## config.mk

```make
export PLATFORM = sky130hd
export DESIGN_NAME = wdog_keyed
export DESIGN_NICKNAME = d
export VERILOG_FILES = /design/src/rtl/wdog_keyed.sv
export SDC_FILE = /design/constraint.sdc
export NUM_CORES = 1
export LEC_CHECK = 0
export CORE_MARGIN = 2
export CORE_UTILIZATION = 55
export DETAILED_ROUTE_END_ITERATION = 16
export PLACE_DENSITY = 0.78
export SETUP_SLACK_MARGIN = 0.4
export SYNTH_ARGS = -nofsm -noshare
export SYNTH_HDL_FRONTEND = slang
export SYNTH_SLANG_ARGS = --single-unit
```

## constraint.sdc

```tcl
create_clock -name clk -period 4.3 [get_ports clk]
set_input_delay 0.645 -clock clk [delete_from_list [all_inputs] [get_ports clk]]
set_output_delay 0.645 -clock clk [all_outputs]
set_load 0.02 [all_outputs]
```

## src/rtl/wdog_keyed.sv

```systemverilog
module wdog_keyed #(
  parameter int          ADDR_W      = 4,
  parameter int          DIV         = 24,
  parameter logic [31:0] RESET_COUNT = 32'h03EF1480,
  parameter logic [15:0] KEY         = 16'h4755
) (
  input  logic              clk,
  input  logic              rst_n,
  input  logic              bus_sel,
  input  logic              bus_we,
  input  logic [ADDR_W-1:0] bus_addr,
  input  logic [31:0]       bus_wdata,
  output logic [31:0]       bus_rdata,
  output logic              sys_rst_pulse,
  output logic              sys_rst_full,
  output logic              irq,
  output logic              ext_pulse
);
  localparam int PW = (DIV > 1) ? $clog2(DIV) : 1;
  localparam logic [ADDR_W-1:0] A_CNT = ADDR_W'(0);
  localparam logic [ADDR_W-1:0] A_REL = ADDR_W'(1);
  localparam logic [ADDR_W-1:0] A_KEY = ADDR_W'(2);
  localparam logic [ADDR_W-1:0] A_CTL = ADDR_W'(3);
  localparam logic [PW-1:0]     P_TOP = PW'(DIV - 1);

  logic [31:0]   cnt_q, rel_q, ctrl_q, rd_mux;
  logic [PW-1:0] pre_q;
  logic          done_q;

  wire wr      = bus_sel & bus_we;
  wire rd      = bus_sel & ~bus_we;
  wire restart = wr && bus_addr == A_KEY && bus_wdata[15:0] == KEY;
  wire ctl_wr  = wr && bus_addr == A_CTL && bus_wdata[0] != ctrl_q[0];
  wire en_on   = ctl_wr & bus_wdata[0];
  wire en_off  = ctl_wr & ~bus_wdata[0];
  wire load    = restart | en_on;
  wire live    = ctrl_q[0] & ~done_q;
  wire tick    = ~ctrl_q[4] | (pre_q == P_TOP);
  wire fire    = live && cnt_q == 32'd0;

  always_comb begin
    case (bus_addr)
      A_CNT:   rd_mux = cnt_q;
      A_REL:   rd_mux = rel_q;
      A_CTL:   rd_mux = ctrl_q;
      default: rd_mux = 32'd0;
    endcase
  end

  always_ff @(posedge clk or negedge rst_n) begin
    if (!rst_n) begin
      cnt_q         <= RESET_COUNT;
      rel_q         <= RESET_COUNT;
      ctrl_q        <= 32'd0;
      pre_q         <= '0;
      done_q        <= 1'b0;
      bus_rdata     <= 32'd0;
      sys_rst_pulse <= 1'b0;
      sys_rst_full  <= 1'b0;
      irq           <= 1'b0;
      ext_pulse     <= 1'b0;
    end else begin
      if (wr && bus_addr == A_REL) rel_q <= bus_wdata;
      if (ctl_wr) ctrl_q <= bus_wdata;

      if (load) begin
        cnt_q  <= rel_q;
        pre_q  <= '0;
        done_q <= 1'b0;
      end else begin
        if (live) pre_q <= (pre_q == P_TOP) ? '0 : pre_q + 1'b1;
        if (live && cnt_q != 32'd0 && tick) cnt_q <= cnt_q - 32'd1;
        if (fire) done_q <= 1'b1;
      end

      sys_rst_pulse <= fire & ctrl_q[1];
      sys_rst_full  <= fire & ctrl_q[1] & ctrl_q[5];
      ext_pulse     <= fire & ctrl_q[3];
      if (restart | ctl_wr)          irq <= 1'b0;
      else if (fire & ctrl_q[2])     irq <= 1'b1;

      bus_rdata <= rd ? rd_mux : 32'd0;
    end
  end
endmodule

```

After elaboration in Yosys (flattened, before gate mapping)
Index checks and enable logic that the tools add are counted.

word-level totals
  register bits after elaboration = 138
  logic and storage cells = 58
  bits of input ports = 40
  output and inout port bits = 36

operators by class
  bitwise operators = 14
  equal/unequal tests = 6
  add/sub/neg operators = 2
  multiplexer cells = 11
  reduce and logical (&&, ||, !) cells = 15

operators by type and width
  kind                                                    count
  two-way mux 32 bit                                      3
  case mux 32 bit (3 select lines)                        1
  zero test 32 bit                                        1
  nonzero test 32 bit                                     1
  subtractor 32 x 1 -> 32 bit (second input constant)     1
  equality test 16 x 15 -> 1 bit (second input constant)  1
  two-way mux 5 bit                                       3
  AND 1 bit                                               8
  equality test 4 x 2 -> 1 bit (second input constant)    2
  logical AND 1 bit                                       8
  nonzero test 2 bit                                      4
  adder 5 x 1 -> 5 bit (second input constant)            1
  equality test 5 bit (second input constant)             1
  equality test 4 x 1 -> 1 bit (second input constant)    1
  zero test 4 bit                                         1
  two-way mux 1 bit                                       4
  inverter 1 bit                                          3
  bitwise OR 1 bit                                        3
  != test 1 bit                                           1

Logic depth before layout (Yosys ltp)
  word-level depth = 6
  depth in mapped cells = 9
  gate-level depth less buffers = 7

Worst setup path after synthesis
No wires, ideal clock.

  path kind = register to register
  start point = reg cnt_q[29]
  end point = reg cnt_q[8]
  buffers on the path = 3
  setup time = 119 ps
  cell stages (with the launch flop) = 9
  period minus slack after synthesis = 2348 ps
  data required time = 4181 ps
  data arrival time = 2229 ps
  path slack = 1952 ps
  cell sequence = dfrtp_1 > or4_4 > or4_1 > buf_2 > nor3_4 > buf_6 > buf_6 > o211ai_1 > o21a_1

on the way
  cells in the longest elaborated chain, start to end = 4

RTL lines
  what                                 RTL line  source
  start, declared                      26        logic [31:0] cnt_q, rel_q, ctrl_q, rd_mux;
  start signal, assigned               67        cnt_q <= rel_q;
  start signal, assigned               72        if (live && cnt_q != 32'd0 && tick) cnt_q <= cnt_q - 32'd1;
  nonzero test 32 bit                  72
  logical AND 1 bit (2 in series)      72
  nonzero test 2 bit (no source line)  -

Every way passes these cells.
A chain may end at the register's enable or synchronous reset.

Final worst setup path
  start point = reg pre_q[0]
  end point = reg cnt_q[26]

on the way
  cells in the longest elaborated chain, start to end = 4

RTL lines
  what                                 RTL line  source
  start, declared                      27        logic [PW-1:0] pre_q;
  start signal, assigned               71        if (live) pre_q <= (pre_q == P_TOP) ? '0 : pre_q + 1'b1;
  equality test 5 bit                  38        wire tick = ~ctrl_q[4] | (pre_q == P_TOP);
  bitwise OR 1 bit                     38
  logical AND 1 bit                    72
  nonzero test 2 bit (no source line)  -

Every way passes these cells.

==> results.yml <==
logic_synthesis:
  seq_area_frac_synth: 0.5238
  synth_edf_count: 0
  yosys-top-cells-area: "dfrtp_1, mux2_2, dfstp_2"
  syn_inst: 623
  ys_types: 54
  yosys.area.top_type_share: 0.4290
  syn_nets: 665
  synth_ff_type: "dfrtp_1"
  ys_seq_elements: 138
  synth-warning-count: 0
  synthArstFlopShare: 1.000
  synth_area_per_cell_um2: 10.67
  syn_area_um2: 6650
  synth_top_area_cell: "dfrtp_1"
pwr:
  pwr-share-seq: 0.450
  irDropWorstVdd_mv: 0.2761
  p_leak_nw: 3.440
  p_sw_frac: 0.2691
  power_density_nw_per_um2: 476.4
  p_switching_mw: 1.050
  p_clk_frac: 0.416
  p_comb_frac: 0.135
  p_int_mw: 2.853
cells_and_area:
  layout_common_cells: "dfrtp_1, nor2_1, clkdlybuf4s50_1"
  stdcell_count: 852
  layout_commonest_cell: "dfrtp_1"
  fin_util: 0.6877
  syn2layout_area_growth_pct: 23.18
  nets: 734
  drive_above_1_share: 0.2057
  design_area_um2: 8192
  n_antenna_cell: 0
  fill_cells: 920
die:
  die_h_um: 114.0
  core.rowCount: 40
  dieArea_um2: 12990
  initial_core_util: 0.5583
  die_w_um: 114.0
  boundaryPins: 76
  core_um2: 11910
cts:
  numCtsBuffers: 17
  clock_latency_ns: 0.43
  clk_pin_slew_ns: 0.06
  post_cts_buffers: 0
  cts_buffer_depth: 2
  post_cts_resized: 0
  cts_root_buffer: "clkbuf_16"
  cts_tree: "yes"
  cts_hold_buffers: 0
  htreeDepth: 4
  cts_sinks: 138
timing:
  slew_violations: 0
  finalSetupViolations: 0
  relSlewSlack: 0.2838
  final_hold_viol_count: 0
  fin_crit_sh: 0.6871
  clock_skew_ns: 0.007653
  rsz0062_at_grt: "false"
  period_needed_ns: 2.954
  fin_ws_ns: 1.346
  max_slew.worst_pin.slew_ns: 1.074
  finalSetupTns_ns: 0
  clock.fmax_ghz: 0.3385
worst_setup_path:
  critPathRequiredTime_ns: 4.65
  path_class: "reg2reg"
  r2r-end: "cnt_q[26]"
  critPathArrivalTime_ns: 3.30
  ff2ff_setup_slack_ns: 1.35
  worst_r2r_path_depth: 6
  startpoint: "pre_q[0]"
  crit_path_end_kind: "flip-flop"
  crit_path_max_fanout: 17
  crit_end: "cnt_q[26]"
  r2r-start: "pre_q[0]"
  start_kind: "flip-flop"
placed_design:
  place_congestion: 0.8865
  placed_area_um2: 7533
  port_buffers: 75
  dpl_worst_slack_ns: 1.026
  placed_cells: 820
  dp_hpwl_um: 10820
grt:
  grt_pass1_vias: 5304
  grt_antenna_before_repair: 0
  met3_usage: 0.05473
  top_usage_layer: "met2"
  grt_overflow: 0
  grt_max_degree: 85
  grt_use_met2: 0.4274
  use_met1: 0.3719
  grt_pass1_wl_um: 27160
  grt.total_usage: 0.2713
routing:
  wl_per_cell_um: 19.95
  drc: 0
  wirelength_um: 17000
  ant_nets: 0
  vias_per_cell: 6.196
  vias: 5279
  dr.pass1.iters: 5
  first_iter_violations: 406
hold_path:
  hold_class: "in2async"
status:
  outcome: "finished, final reports clean"
run:
  maxCapViolCount: 0
-- how the worst min path moves through the flow --
| stage | start | endpoint | slack, ns |
|---|---|---|---|
| floorplan | rst_n | bus_rdata[0] | 0.35 |
| global placement | rel_q[12] | cnt_q[12] | 0.48 |
| detailed placement | rel_q[12] | cnt_q[12] | 0.48 |
| CTS | rst_n | rel_q[0] | 0.45 |
| global route | rst_n | ctrl_q[0] | 0.49 |
| finish | rst_n | rel_q[0] | 0.41 |
-- through the flow --
stage	hold slack (ns)	total power, mW
final	0.4115	3.903
after global routing	0.4922	4.048
after CTS	0.4490	3.906
after detailed placement	0.4809	2.284
after global placement	0.4817	2.243
after floorplan	0.3494	2.053
-- sequential cells by signal, summed over array words and instances (netlist names) --
register       flops
ext_pulse          1
sys_rst_full       1
bus_rdata         32
pre_q              5
sys_rst_pulse      1
done_q             1
cnt_q             32
ctrl_q            32
irq                1
rel_q             32
-- area by class of cell --
type                            count  area (um2)  area share
Sequential cell                   138        3483      0.4252
Multi-Input combinational cell    445        3017      0.3683
Timing Repair Buffer               85       830.8      0.1014
Clock buffer                       19       442.9     0.05407
Clock inverter                     13       215.2     0.02627
Tap cell                          147       183.9     0.02245
Inverter                            5       18.77    0.002291
-- layer usage --
layer,vias to the layer above,wire length (um)
met5,-,0
met4,0,342
met3,29,1089
met2,203,8100
met1,2632,7466
li1,2415,-
-- cell usage after synthesis (5+ instances only) --
cell type,n
mux2_2,64
nand4_1,5
inv_1,5
mux2i_1,32
buf_1,5
dfstp_2,24
clkbuf_1,25
nand2_1,18
o31ai_1,15
or3_1,19
or4_1,20
nand3_1,12
dfrtp_1,114
nor2_1,108
nor3_1,8
o21ai_0,13
a21oi_1,39
nand4b_1,6
a31oi_1,26
or2_2,5
-- cell families (layout without fill, tap and decap cells) --
| kind of cell | count (synthesis) | count (layout) | share of synthesized area |
|---|---|---|---|
| compound gates | 113 | 113 | 0.1033 |
| xor+xnor | 2 | 2 | 0.002635 |
| fa+ha+maj | 2 | 2 | 0.003762 |
| buf+inv | 40 | 122 | 0.02578 |
| flops | 138 | 138 | 0.5238 |
| mux | 96 | 96 | 0.1565 |
| simple gates | 232 | 232 | 0.1842 |
-- power by group through the flow --
stage / Sequential [mW] / Clock (mW) / Combinational [mW]
floorplan: 1.70 / 0 / 0.357
global placement: 1.75 / 0 / 0.495
detailed placement: 1.77 / 0 / 0.519
CTS: 1.75 / 1.63 / 0.526
global route: 1.78 / 1.69 / 0.580
finish: 1.76 / 1.62 / 0.525
-- critical path: stages (launching register included) --
cell,delay [ns]
dfrtp_1,0.40
ha_1,0.24
nand4b_1,0.26
a21oi_1,0.48
nand4b_1,0.62
or4_1,0.68
a31oi_1,0.19
(Power assumes the default switching activity.)
